===== config.mk =====
export PLATFORM = sky130hd
export DESIGN_NAME = irq_level_arbiter
export DESIGN_NICKNAME = d
export VERILOG_FILES = /design/src/rtl/irq_arb_pkg.sv /design/src/rtl/irq_ctl_decode.sv /design/src/rtl/irq_rank_tree.sv /design/src/rtl/irq_take_gate.sv /design/src/rtl/irq_level_arbiter.sv
export SDC_FILE = /design/constraint.sdc
export NUM_CORES = 1
export LEC_CHECK = 0
export CORE_MARGIN = 4
export CORE_UTILIZATION = 28
export DETAILED_ROUTE_END_ITERATION = 10
export DONT_BUFFER_PORTS = 1
export GPL_TIMING_DRIVEN = 0
export PLACE_DENSITY = 0.43
export SYNTH_ARGS = -nofsm -noshare
export SYNTH_HDL_FRONTEND = slang
export SYNTH_SLANG_ARGS = --single-unit

===== constraint.sdc =====
create_clock -name clk -period 0.8 [get_ports clk]
set_input_delay 0.04 -clock clk [delete_from_list [all_inputs] [get_ports clk]]
set_output_delay 0.04 -clock clk [all_outputs]
set_load 0.01 [all_outputs]

===== src/rtl/irq_arb_pkg.sv =====
package irq_arb_pkg;

  localparam int unsigned PRIV_W = 2;
  localparam int unsigned BYTE_W = 8;

  localparam logic [1:0] PRIV_U = 2'b00;
  localparam logic [1:0] PRIV_S = 2'b01;
  localparam logic [1:0] PRIV_M = 2'b11;

  typedef struct packed {
    logic              valid;
    logic [PRIV_W-1:0] priv;
    logic [BYTE_W-1:0] level;
    logic [BYTE_W-1:0] prio;
  } irq_cand_t;

  // Ones in the low positions that are not backed by implemented bits.
  function automatic logic [7:0] low_ones(input int unsigned kept);
    int unsigned k;
    k = (kept > 8) ? 8 : kept;
    return 8'hFF >> k;
  endfunction

  // Keep only the top 'kept' bits of a byte and read the rest as one.
  function automatic logic [7:0] ones_fill(input logic [7:0] raw, input int unsigned kept);
    return raw | low_ones(kept);
  endfunction

  // Level: top n bits of the byte, with every lower bit set.
  function automatic logic [7:0] split_level(input logic [7:0] eff, input logic [3:0] n);
    return eff | low_ones(int'(n));
  endfunction

  // Priority: whatever remains below the level field.
  function automatic logic [7:0] split_prio(input logic [7:0] eff, input logic [3:0] n);
    return eff & low_ones(int'(n));
  endfunction

  // Rank key: privilege, then level, then priority.
  function automatic logic [17:0] rank_key(input irq_cand_t c);
    return {c.priv, c.level, c.prio};
  endfunction

endpackage


===== src/rtl/irq_ctl_decode.sv =====
module irq_ctl_decode
  import irq_arb_pkg::*;
#(
  parameter int unsigned CTL_BITS = 8
) (
  input  logic       pend,
  input  logic       en,
  input  logic [1:0] mode,
  input  logic [7:0] ctl,
  input  logic [3:0] nl_m,
  input  logic [3:0] nl_s,
  input  logic [3:0] nl_u,
  output irq_cand_t  cand
);
  logic [7:0] ctl_eff;
  logic [3:0] nl_sel;

  always_comb begin
    unique case (mode)
      PRIV_M:  nl_sel = nl_m;
      PRIV_S:  nl_sel = nl_s;
      default: nl_sel = nl_u;
    endcase
  end

  assign ctl_eff    = ones_fill(ctl, CTL_BITS);
  assign cand.valid = pend & en;
  assign cand.priv  = mode;
  assign cand.level = split_level(ctl_eff, nl_sel);
  assign cand.prio  = split_prio(ctl_eff, nl_sel);
endmodule


===== src/rtl/irq_rank_tree.sv =====
module irq_rank_tree
  import irq_arb_pkg::*;
#(
  parameter int unsigned NUM_IRQ = 8,
  parameter int unsigned IDW     = (NUM_IRQ > 1) ? $clog2(NUM_IRQ) : 1
) (
  input  irq_cand_t          cand [NUM_IRQ],
  output irq_cand_t          best,
  output logic [IDW-1:0]     best_id
);
  localparam int unsigned DEPTH = (NUM_IRQ > 1) ? $clog2(NUM_IRQ) : 1;
  localparam int unsigned PAD   = 1 << DEPTH;

  for (genvar lv = 0; lv <= DEPTH; lv++) begin : g_lv
    localparam int unsigned W = PAD >> lv;
    irq_cand_t      c  [W];
    logic [IDW-1:0] id [W];
    if (lv == 0) begin : g_leaf
      for (genvar i = 0; i < W; i++) begin : g_in
        if (i < NUM_IRQ) begin : g_real
          assign c[i]  = cand[i];
        end else begin : g_pad
          assign c[i]  = '0;
        end
        assign id[i] = IDW'(i);
      end
    end else begin : g_node
      for (genvar j = 0; j < W; j++) begin : g_cmp
        irq_cand_t      lo_c, hi_c;
        logic [IDW-1:0] lo_id, hi_id;
        logic           pick_hi;
        assign lo_c  = g_lv[lv-1].c[2*j];
        assign hi_c  = g_lv[lv-1].c[2*j+1];
        assign lo_id = g_lv[lv-1].id[2*j];
        assign hi_id = g_lv[lv-1].id[2*j+1];
        // The upper half always holds larger IDs, so >= gives ties to them.
        assign pick_hi = hi_c.valid & (~lo_c.valid | (rank_key(hi_c) >= rank_key(lo_c)));
        assign c[j]  = pick_hi ? hi_c  : lo_c;
        assign id[j] = pick_hi ? hi_id : lo_id;
      end
    end
  end

  assign best    = g_lv[DEPTH].c[0];
  assign best_id = g_lv[DEPTH].id[0];
endmodule


===== src/rtl/irq_take_gate.sv =====
module irq_take_gate
  import irq_arb_pkg::*;
(
  input  irq_cand_t  best,
  input  logic [1:0] cur_priv,
  input  logic [7:0] cur_level,
  input  logic [7:0] th_eff,
  input  logic       cur_gie,
  output logic       take,
  output logic       wake
);
  logic       above, same, nonzero, beats;
  logic [7:0] floor_lvl;

  assign above     = best.priv > cur_priv;
  assign same      = best.priv == cur_priv;
  assign nonzero   = best.level != 8'd0;
  assign floor_lvl = (cur_level > th_eff) ? cur_level : th_eff;
  assign beats     = best.level > floor_lvl;

  assign take = best.valid & ((above & nonzero) | (same & beats & cur_gie));
  assign wake = best.valid & ((~same & nonzero) | (same & beats));
endmodule


===== src/rtl/irq_level_arbiter.sv =====
module irq_level_arbiter
  import irq_arb_pkg::*;
#(
  parameter int unsigned NUM_IRQ     = 8,
  parameter int unsigned CTL_BITS    = 8,
  parameter int unsigned THRESH_BITS = 8,
  parameter int unsigned IDW         = (NUM_IRQ > 1) ? $clog2(NUM_IRQ) : 1
) (
  input  logic                   clk,
  input  logic                   rst_n,
  input  logic [NUM_IRQ-1:0]     irq_pend,
  input  logic [NUM_IRQ-1:0]     irq_en,
  input  logic [2*NUM_IRQ-1:0]   irq_mode,
  input  logic [8*NUM_IRQ-1:0]   irq_ctl,
  input  logic [3:0]             lvl_bits_m,
  input  logic [3:0]             lvl_bits_s,
  input  logic [3:0]             lvl_bits_u,
  input  logic [1:0]             cur_priv,
  input  logic [7:0]             cur_level,
  input  logic [THRESH_BITS-1:0] cur_thresh,
  input  logic                   cur_gie,
  output logic                   win_valid,
  output logic [IDW-1:0]         win_id,
  output logic [1:0]             win_priv,
  output logic [7:0]             win_level,
  output logic [7:0]             win_prio,
  output logic                   take_irq,
  output logic                   wake_req
);
  irq_cand_t      cand [NUM_IRQ];
  irq_cand_t      best;
  logic [IDW-1:0] best_id;
  logic [7:0]     th_eff;
  logic           take_d, wake_d;

  for (genvar i = 0; i < NUM_IRQ; i++) begin : g_dec
    irq_ctl_decode #(.CTL_BITS(CTL_BITS)) u_dec (
      .pend (irq_pend[i]),
      .en   (irq_en[i]),
      .mode (irq_mode[2*i +: 2]),
      .ctl  (irq_ctl[8*i +: 8]),
      .nl_m (lvl_bits_m),
      .nl_s (lvl_bits_s),
      .nl_u (lvl_bits_u),
      .cand (cand[i])
    );
  end

  irq_rank_tree #(.NUM_IRQ(NUM_IRQ), .IDW(IDW)) u_tree (
    .cand    (cand),
    .best    (best),
    .best_id (best_id)
  );

  assign th_eff = ones_fill(8'(cur_thresh) << (8 - THRESH_BITS), THRESH_BITS);

  irq_take_gate u_gate (
    .best      (best),
    .cur_priv  (cur_priv),
    .cur_level (cur_level),
    .th_eff    (th_eff),
    .cur_gie   (cur_gie),
    .take      (take_d),
    .wake      (wake_d)
  );

  always_ff @(posedge clk or negedge rst_n) begin
    if (!rst_n) begin
      win_valid <= 1'b0;
      win_id    <= '0;
      win_priv  <= '0;
      win_level <= '0;
      win_prio  <= '0;
      take_irq  <= 1'b0;
      wake_req  <= 1'b0;
    end else begin
      win_valid <= best.valid;
      win_id    <= best.valid ? best_id    : '0;
      win_priv  <= best.valid ? best.priv  : '0;
      win_level <= best.valid ? best.level : '0;
      win_prio  <= best.valid ? best.prio  : '0;
      take_irq  <= take_d;
      wake_req  <= wake_d;
    end
  end
endmodule


Yosys cells after proc, flatten, opt, wreduce, memory -nomap -nowiden

Index checks and enable logic that the tools add are counted.

Output and inout bits: 24
Word-level logic and storage cells: 140
Register bits after elaboration: 24
Input port bits: 129

Mux-type cells: 35
Eq/ne operators: 17
Bitwise gates (word level): 54
Order comparisons: 18
Reductions and logical operators: 1
Shift-type cells: 8

Operators by type and width:

| kind                                                                  | number |
|---|---|
| 8-bit by 32-bit >> shifter with 8-bit output, first input constant    | 8 |
| 19-bit 2-to-1 mux                                                     | 7 |
| 18-bit greater-or-equal comparator                                    | 7 |
| 8-bit bitwise AND                                                     | 8 |
| 8-bit OR                                                              | 8 |
| 4-bit case mux with 2 select lines                                    | 8 |
| 4-bit > comparator, second input constant                             | 8 |
| 4-bit 2-to-1 mux                                                      | 8 |
| 8-bit 2-to-1 mux                                                      | 3 |
| 1-bit bitwise AND                                                     | 21 |
| 2-bit by 1-bit equality test with 1-bit output, second input constant | 8 |
| 2-bit equality test, second input constant                            | 8 |
| 8-bit > comparator                                                    | 2 |
| 3-bit 2-to-1 mux                                                      | 4 |
| 1-bit OR                                                              | 9 |
| 1-bit NOT                                                             | 8 |
| 8-bit nonzero test                                                    | 1 |
| 1-bit 2-to-1 mux                                                      | 4 |
| 2-bit equality test                                                   | 1 |
| 2-bit > comparator                                                    | 1 |
| 2-bit 2-to-1 mux                                                      | 1 |

Logic depth before layout (Yosys ltp)

Gate-level depths: netlist of the first run.

Depth after elaboration: 23
Depth in mapped cells: 48
Gate-level depth less buffers: 43

Cells and area by module

From an unflattened synthesis of the first run, not the netlist that was laid out.

Cell total of the unflattened synthesis: 1,256
Area, all modules: 9,729.3 um^2

Modules (own cells, without submodules):

| module            | cells an instance | area an instance (um^2) | seq. area each (um^2) | instances |
|---|---|---|---|---|
| irq_rank_tree     | 853               | 5,920.7                 | 0.0                   | 1 |
| irq_ctl_decode    | 36                | 307.8                   | 0.0                   | 8 |
| irq_level_arbiter | 47                | 773.2                   | 600.6                 | 1 |
| irq_take_gate     | 68                | 573.0                   | 0.0                   | 1 |

Least setup slack after synthesis of the first run

OpenSTA, ideal clock, no wires.

Path type: input to register
From: input irq_mode[3]
To: register take_irq
Cell stages on the path: 44
Setup slack: -7,917 ps
Arrival time: 8,595 ps
Cell sequence: clkbuf_1 > mux2i_1 > a21oi_1 > nor3_1 > a21oi_1 > inv_1 > ha_1 > a211oi_1 > o2111ai_1 > a32o_1 > a31oi_1 > nand2_1 > clkbuf_1 > clkbuf_1 > mux2i_1 > ha_1 > nand2b_1 > a211oi_1 > [8 not listed] > a21o_1 > a211o_1 > a21o_1 > a21oi_1 > clkbuf_1 > or2_2 > o22a_1 > nand2_1 > inv_1 > ha_1 > nor2b_1 > o21ai_0 > nand2b_1 > a21oi_1 > nor2_1 > a211oi_1 > nor2_1 > a32o_1

Cells in the longest elaborated chain, start to end: 23
Elaborated cells on any way between the ends: 31
Those cells by class: order compare: 6; eq/ne: 3; shift: 1; mux: 5; bitwise: 15; reduce/logical: 1

Ends and longest elaborated chain:

| what                                                                                  | line                                     | source |
|---|---|---|
| from (decl)                                                                           | irq_level_arbiter.sv:13                  | `input logic [2*NUM_IRQ-1:0] irq_mode,` |
| 2-bit by 1-bit equality test with 1-bit output or 2-bit equality test (tied branches) | irq_ctl_decode.sv:19                     | `unique case (mode)` |
| 4-bit case mux with 2 select lines                                                    | irq_ctl_decode.sv:19                     |  |
| 4-bit > comparator                                                                    | irq_arb_pkg.sv:20                        | `k = (kept > 8) ? 8 : kept;` |
| 4-bit 2-to-1 mux                                                                      | irq_arb_pkg.sv:20                        |  |
| 8-bit by 32-bit >> shifter with 8-bit output                                          | irq_arb_pkg.sv:21                        | `return 8'hFF >> k;` |
| 8-bit bitwise AND or 8-bit OR (tied branches)                                         | irq_arb_pkg.sv:36, irq_arb_pkg.sv:31     |  |
| 18-bit greater-or-equal comparator                                                    | irq_rank_tree.sv:37                      | `assign pick_hi = hi_c.valid & (~lo_c.valid \| (rank_key(hi_c) >= rank_key(lo_c)));` |
| 1-bit OR                                                                              | irq_rank_tree.sv:37                      |  |
| [7 not listed]                                                                        | -                                        |  |
| 1-bit OR                                                                              | irq_rank_tree.sv:37                      |  |
| 1-bit bitwise AND                                                                     | irq_rank_tree.sv:37                      |  |
| 19-bit 2-to-1 mux *                                                                   | irq_rank_tree.sv:38                      | `assign c[j] = pick_hi ? hi_c : lo_c;` |
| 8-bit > comparator or 2-bit equality test (tied branches)                             | irq_take_gate.sv:19, irq_take_gate.sv:16 |  |
| 1-bit bitwise AND (2 in series)                                                       | irq_take_gate.sv:21                      | `assign take = best.valid & ((above & nonzero) \| (same & beats & cur_gie));` |
| 1-bit OR                                                                              | irq_take_gate.sv:21                      |  |
| 1-bit bitwise AND *                                                                   | irq_take_gate.sv:21                      |  |
| net take_d                                                                            | irq_level_arbiter.sv:34                  | `logic take_d, wake_d;` |
| to (signal assigned)                                                                  | irq_level_arbiter.sv:82                  | `take_irq <= take_d;` |
| to (decl)                                                                             | irq_level_arbiter.sv:27                  | `output logic take_irq,` |

Mark *: on every way through the listed nets, which the timed path passes. The rest lies on a longest branch.

Worst setup path after layout of the first run

From: input irq_mode[7]
To: register take_irq

Cells in the longest elaborated chain, start to end: 23
Elaborated cells on any way between the ends: 30
Those cells by class: order compare: 6; eq/ne: 3; shift: 1; mux: 5; bitwise: 14; reduce/logical: 1

Ends and longest elaborated chain:

| what                                                                                  | line |
|---|---|
| 2-bit by 1-bit equality test with 1-bit output or 2-bit equality test (tied branches) | irq_ctl_decode.sv:19 |
| 4-bit case mux with 2 select lines                                                    | irq_ctl_decode.sv:19 |
| 4-bit > comparator                                                                    | irq_arb_pkg.sv:20 |
| 4-bit 2-to-1 mux                                                                      | irq_arb_pkg.sv:20 |
| 8-bit by 32-bit >> shifter with 8-bit output                                          | irq_arb_pkg.sv:21 |
| 8-bit bitwise AND or 8-bit OR (tied branches)                                         | irq_arb_pkg.sv:36, irq_arb_pkg.sv:31 |
| 18-bit greater-or-equal comparator                                                    | irq_rank_tree.sv:37 |
| 1-bit OR                                                                              | irq_rank_tree.sv:37 |
| [7 not listed]                                                                        | - |
| 1-bit OR                                                                              | irq_rank_tree.sv:37 |
| 1-bit bitwise AND                                                                     | irq_rank_tree.sv:37 |
| 19-bit 2-to-1 mux *                                                                   | irq_rank_tree.sv:38 |
| 8-bit > comparator or 2-bit equality test (tied branches)                             | irq_take_gate.sv:19, irq_take_gate.sv:16 |
| 1-bit bitwise AND (2 in series)                                                       | irq_take_gate.sv:21 |
| 1-bit OR                                                                              | irq_take_gate.sv:21 |
| 1-bit bitwise AND *                                                                   | irq_take_gate.sv:21 |
| net take_d                                                                            | irq_level_arbiter.sv:34 |

Marked as above.

==> impl_metrics.tcl, run 1 <==
set metrics [dict create \
    num_antenna_cells 0 \
    peakVddDrop_v 0.00204 \
    synth_area_leaders "ha_1 24%, mux2i_1 9.9%, a21oi_1 8.8%, dfrtp_1 8.2%, nor2_1 6.6%" \
    drv_slew 0 \
    endpoint_kind "register" \
    p_comb_share_pct 78.9 \
    antenna_found_initial 0 \
    grt_pass1_wl_mm 44.4 \
    cp_max_fo 8 \
    final.setup.tns_ns -137.42 \
    fin_crit_sh_pct 956 \
    initial_core_util_pct 28.3 \
    drtPass1Iterations 7 \
    yosys_warnings 0 \
    slew_headroom_pct 38.2 \
    slowest_delay_ns 0.58 \
    cts_hold_buf 2 \
    die_w_um 170 \
    crit_start "irq_mode[7]" \
    gp_congestion 0.864 \
    top_usage_layer "met2" \
    fill_cells 2667 \
    synth_nets 1340 \
    cp.required_ns 0.94 \
    net-switching-power_w 0.00670 \
    post-dp-hpwl_mm 24.1 \
    vias_per_cell 5.33 \
    fin_ws_ns -6.85 \
    hold_class "in -> async" \
    cap_violations 0 \
    num_vias 8096 \
    p_sw_share_pct 46.9 \
    tightest_slew_ns 0.921 \
    fmax_ghz 0.131 \
    cts_tree "done" \
    status "finished with violations" \
    grt_pass1_vias 7797 \
    grt_max_degree 25 \
    cts.sinks 24 \
    grt_util_met3_pct 3.28 \
    p_total_w 0.0143 \
    area.growth.synth_to_final_pct 49.1 \
    dieHeight_um 170 \
    p_clk_share_pct 7.2 \
    cp-start-kind "primary input" \
    synth-main-ff-cell "dfrtp_1" \
    totalWireLength_mm 29.8 \
    violations "negative hold slack, negative setup slack" \
    nNetsFinal 1460 \
    drive_gt1_share_pct 37.1 \
    synth_seq_area_share_pct 8.16 \
    cts_buffers 3 \
    drt.antenna.violating_nets 0 \
    fp-row-count 59 \
    initialDrtViolationCount 414 \
    holdWs_ns -0.230 \
    period_minus_slack_ns 7.65 \
    drc 0 \
    worstSetupPathType "in -> reg" \
    avgSynthCellArea_sq_um 6.90 \
    ys_types 54 \
    finalSetupViolCount 24 \
    die_area_sq_um 29000 \
    synth.ff_latch_count 24 \
    power_density_nw_per_um2 1300 \
    rsz0062_at_grt "true" \
    clockBufferDepth 2 \
    use_met2_pct 31.0 \
    synthTopCellsByCount "144 x ha_1, 130 x a21oi_1, 130 x nor2_1, 96 x inv_1, 96 x nand2_1" \
    seqPwrFrac_pct 13.9 \
    overflow 0 \
    cts_max_level 1 \
    netlist_instances 1067 \
    yosysTopAreaCellShare_pct 24.5 \
    gr-usage-met1_pct 28.4 \
    port-buffer-count 0 \
    clk_pin_slew_ns 0.06 \
    wl_per_cell_um 19.6 \
    pin_count 153 \
    syn_area_sq_um 7360 \
    crit_top_cell "a21o_1" \
    crit_slowest_cell "or4_4" \
    synth-edff-count 0 \
    ys_async_sr_fraction_pct 100 \
    cts-root-buf "clkbuf_16" \
    yosysTopAreaCell "ha_1" \
    p_leak_nw 4.91 \
    track_usage_pct 19.5 \
    p_int_w 0.00759 \
    yosysMostFrequentCell "ha_1" \
    hold_viol_final 24 \
    core_area_sq_um 26000 \
    worst_ep_arrival_time_ns 7.79 \
]
stage by stage:
| stage | hold WS (ns) | std cells | worst slack [ns] | util, % | instance area, sq um |
|---|---|---|---|---|---|
| final | -0.230 | 1520 | -6.85 | 42.2 | 11000 |
| after global routing | -0.176 | 1520 | -7.08 | 42.2 | 11000 |
| after CTS | 0.186 | 1496 | -6.81 | 39.8 | 10300 |
| after detailed placement | -0.255 | 1402 | -8.16 | 32.5 | 8440 |
| after global placement | -0.255 | 1402 | -8.26 | 32.5 | 8440 |
| after floorplan | -0.256 | 1067 | -6.34 | - | 8020 |
logic make-up after synthesis:
group	Yosys count	synth area share [%]
adders and majority gates	144	24.5
muxes	87	12.1
buffers and inverters	144	7.55
DFF	24	8.16
AOI/OAI and AO/OA	307	25.3
and+or+nand+nor	361	22.4
placed cells by master (no fill, tap or decap), types with 8 or more instances in the layout:
cell type and n:
mux2_2 10, inv_1 92, nand2_1 82, buf_6 15
a21oi_4 12, ha_1 128, mux2i_2 19, nor2_1 106
o21ai_1 16, a21oi_2 51, ha_4 15, clkbuf_4 9
mux2i_1 38, o21ai_0 22, clkbuf_8 14, nor3_1 9
nand2_2 8, a21o_1 35, clkbuf_16 14, nand3_1 26
o21ai_2 20, mux2i_4 16, a211oi_2 13, buf_4 98
o21a_1 10, dfrtp_1 24, nand4_1 15, nor2_4 10
nor2_2 14, and2_1 21, a21oi_1 67, nand2b_1 8
power by group through the flow:
stage	combinational, W	sequential, W	clock (W)
global placement	0.00769	0.00201	0
global route	0.0123	0.00203	0.00111
CTS	0.0103	0.00199	0.00105
finish	0.0113	0.00198	0.00103
detailed placement	0.00768	0.00202	0
floorplan	0.00580	0.00192	0
repair_timing:
action                                 CTS  global route
resized for setup                      223           121
setup endpoints to repair               24            48
pin swaps                               81            66
setup buffers                           85            29
endpoints found under the hold margin   25            24
cloned                                   4             0
per-layer routing:
layer | up-vias | routed length, um
met2 | 200 | 13300
met1 | 3809 | 14300
met3 | 28 | 1840
met5 | - | 0
met4 | 0 | 380
li1 | 4059 | -
state kept, by name, summed over array words and instances, names as in the netlist:
name	count
take_irq	1
win_id	3
win_level	8
win_prio	8
win_valid	1
wake_req	1
win_priv	2
worst max-delay path by stage:
stage                     endpoint  slack, ns  depth (start not counted)
after floorplan           take_irq      -6.34                         45
after global placement    take_irq      -8.26                         39
after detailed placement  take_irq      -8.16                         41
after CTS                 take_irq      -6.81                         44
after global routing      take_irq      -7.08                         37
final                     take_irq      -6.85                         36
critical path, delay by kind of cell:
family / cells / cell delay (ns)
muxes: 3 / 0.79
AOI/OAI and AO/OA: 13 / 2.55
buffers and inverters: 9 / 1.22
adders and majority gates: 3 / 0.62
and+or+nand+nor: 8 / 2.57
cell type report:
class                   count  area [sq um]  share of cell area [%]
plain buffers              48           699                    6.37
clock buffers               3          75.1                   0.684
inverters                  96           360                    3.28
multi-input cells         899          7800                    71.1
flip-flops and latches     24           601                    5.47
well taps                 335           419                    3.82
repair buffers            115          1020                    9.26
No activity file was read; power rests on OpenSTA's default activity.
==> run 2, diff against run 1 <==
- BUFFER_PORTS_ARGS: not set -> -buffer_cell sky130_fd_sc_hd__buf_4
- CORE_MARGIN: 4 -> 2
- DONT_BUFFER_PORTS: 1 -> not set
- PLACE_DENSITY: 0.43 -> 0.48
==> run 2 against run 1 <==
  * Via count grew 7.7%
  * Clock power about the same
  * Final area rose by 13%
  * Utilization rose by 5.5 points
  * Cell count grew 11%
  * Wire length up 0.89%
  * First-iteration DRC count increased by 3.6%
  * Combinational power grew 19%
  * Setup slack worse by 0.11 ns
  * Global-route usage grew 0.72 points
  * Critical path type unchanged
  * Fmax is 1.4% lower
  * The run ends with negative setup slack left
==> impl_metrics.tcl, run 2 (synthesis results as in run 1) <==
set metrics [dict create \
    status "finished with violations" \
    violations "negative setup slack" \
    fmax_ghz 0.129 \
    clockBufferDepth 2 \
    final_area_sq_um 12400 \
    crit_end "take_irq" \
    overflow 0 \
    fin_crit_sh_pct 970 \
    cp.required_ns 0.94 \
    p_clk_share_pct 6.4 \
    fp-row-count 59 \
    post-dp-hpwl_mm 23.9 \
    worstSetupPathType "in -> reg" \
    antenna_found_initial 2 \
    gp_congestion 0.892 \
    seqPwrFrac_pct 11.1 \
    layout_commonest_cell "buf_4" \
    p_comb_share_pct 82.5 \
    holdWs_ns 0.0154 \
    hold_class "in -> reg" \
    fin_util_pct 47.7 \
    drive_gt1_share_pct 45.7 \
    p_total_w 0.0163 \
    fin_ws_ns -6.96 \
    track_usage_pct 20.2 \
    fill_cells 2539 \
    dpl-instance-area_sq_um 9440 \
    die_w_um 166 \
    drtPass1Iterations 5 \
    dieHeight_um 166 \
    initialDrtViolationCount 429 \
    peakVddDrop_v 0.00150 \
    crit_start "irq_mode[7]" \
    endpoint_kind "register" \
    cts-root-buf "clkbuf_16" \
    p_sw_share_pct 44.4 \
    area.growth.synth_to_final_pct 67.9 \
    dp_cells 1536 \
    slew_headroom_pct 39.3 \
    tightest_slew_ns 0.904 \
    cp-start-kind "primary input" \
    core_area_sq_um 25900 \
    grt_pass1_vias 8180 \
    cp_max_fo 8 \
    drv_slew 0 \
    period_minus_slack_ns 7.76 \
    final_cells 1681 \
    worst_ep_arrival_time_ns 7.90 \
    nNetsFinal 1620 \
    cts_max_level 1 \
    layout_common_cells "219 x buf_4, 125 x ha_1, 99 x nor2_1" \
    clk_pin_slew_ns 0.06 \
    p_leak_nw 5.69 \
    grt_max_degree 25 \
    p_int_w 0.00906 \
    cap_violations 0 \
    cts_tree "done" \
    rsz0062_at_grt "true" \
    power_density_nw_per_um2 1320 \
    num_vias 8721 \
    net-switching-power_w 0.00724 \
    reg_top3 "win_level: 8 flops, win_prio: 8 flops, win_id: 3 flops" \
    slowest_delay_ns 0.51 \
    vias_per_cell 5.19 \
    wl_per_cell_um 17.9 \
    cts_buffers 3 \
    crit_slowest_cell "or4b_1" \
    die_area_sq_um 27600 \
    cts.sinks 24 \
    finalSetupViolCount 32 \
    drc 0 \
    initial_core_util_pct 28.4 \
    drt.antenna.violating_nets 0 \
    totalWireLength_mm 30.1 \
    hold_viol_final 0 \
    port-buffer-count 134 \
    grt_pass1_wl_mm 44.5 \
    pin_count 153 \
]
[run 2: worst min path at each step]
stage / startpoint / endpoint / slack, ns / depth (start not counted)
floorplan: rst_n / take_irq / -0.26 / 0
global route: cur_gie / take_irq / 0.02 / 2
finish: cur_gie / take_irq / 0.02 / 2
global placement: rst_n / win_valid / -0.05 / 1
detailed placement: rst_n / win_prio[3] / -0.05 / 1
CTS: cur_gie / take_irq / 0.007 / 2
[run 2: power groups by stage]
stage	combinational (W)	sequential, W	clock (W)
global route	0.0146	0.00186	0.00112
finish	0.0134	0.00181	0.00104
global placement	0.00892	0.00176	0
detailed placement	0.00897	0.00176	0
CTS	0.0110	0.00180	0.00107
floorplan	0.00580	0.00192	0
[run 2: critical path, delay by kind of cell]
family | cells | cell delay, ns
mux | 2 | 0.45
fa+ha+maj | 3 | 0.88
compound gates | 17 | 3.77
simple gates | 5 | 1.58
buf+inv | 9 | 1.14
[run 2: final cells by class]
cell class                 count  area (sq um)  share of cell area (%)
multi-input combinational    899          7910                    64.0
timing repair buffer         275          2410                    19.5
sequential                    24           601                    4.86
buffer                        48           591                    4.78
tap                          335           419                    3.39
inverter                      96           360                    2.91
clock buffer                   3          75.1                   0.607
antenna                        1          2.50                  0.0202
[run 2: repair_timing]
| item | CTS | global route |
|---|---|---|
| endpoints found under the hold margin | 24 | 0 |
| gates cloned | 2 | 3 |
| resized for setup | 156 | 236 |
| buffers inserted | 73 | 63 |
| setup endpoints to repair | 42 | 48 |
| hold buffers | 1 | 0 |
| pin swaps | 47 | 55 |
[run 2: stage by stage]
step / setup slack (ns) / TNS [ns]
after floorplan: -6.34 / -121.76
after global placement: -8.14 / -161.59
after detailed placement: -8.03 / -159.85
after CTS: -6.86 / -134.44
after global routing: -7.22 / -149.31
final: -6.96 / -143.47
[run 2: per-layer routing]
metal	part of all wire [%]	vias to the layer above	track usage, %
met1	48	4100	28.9
met3	4.4	31	2.29
met5	0.043	-	0
li1	-	4399	-
met4	1.5	2	2.61
met2	46	189	33.6
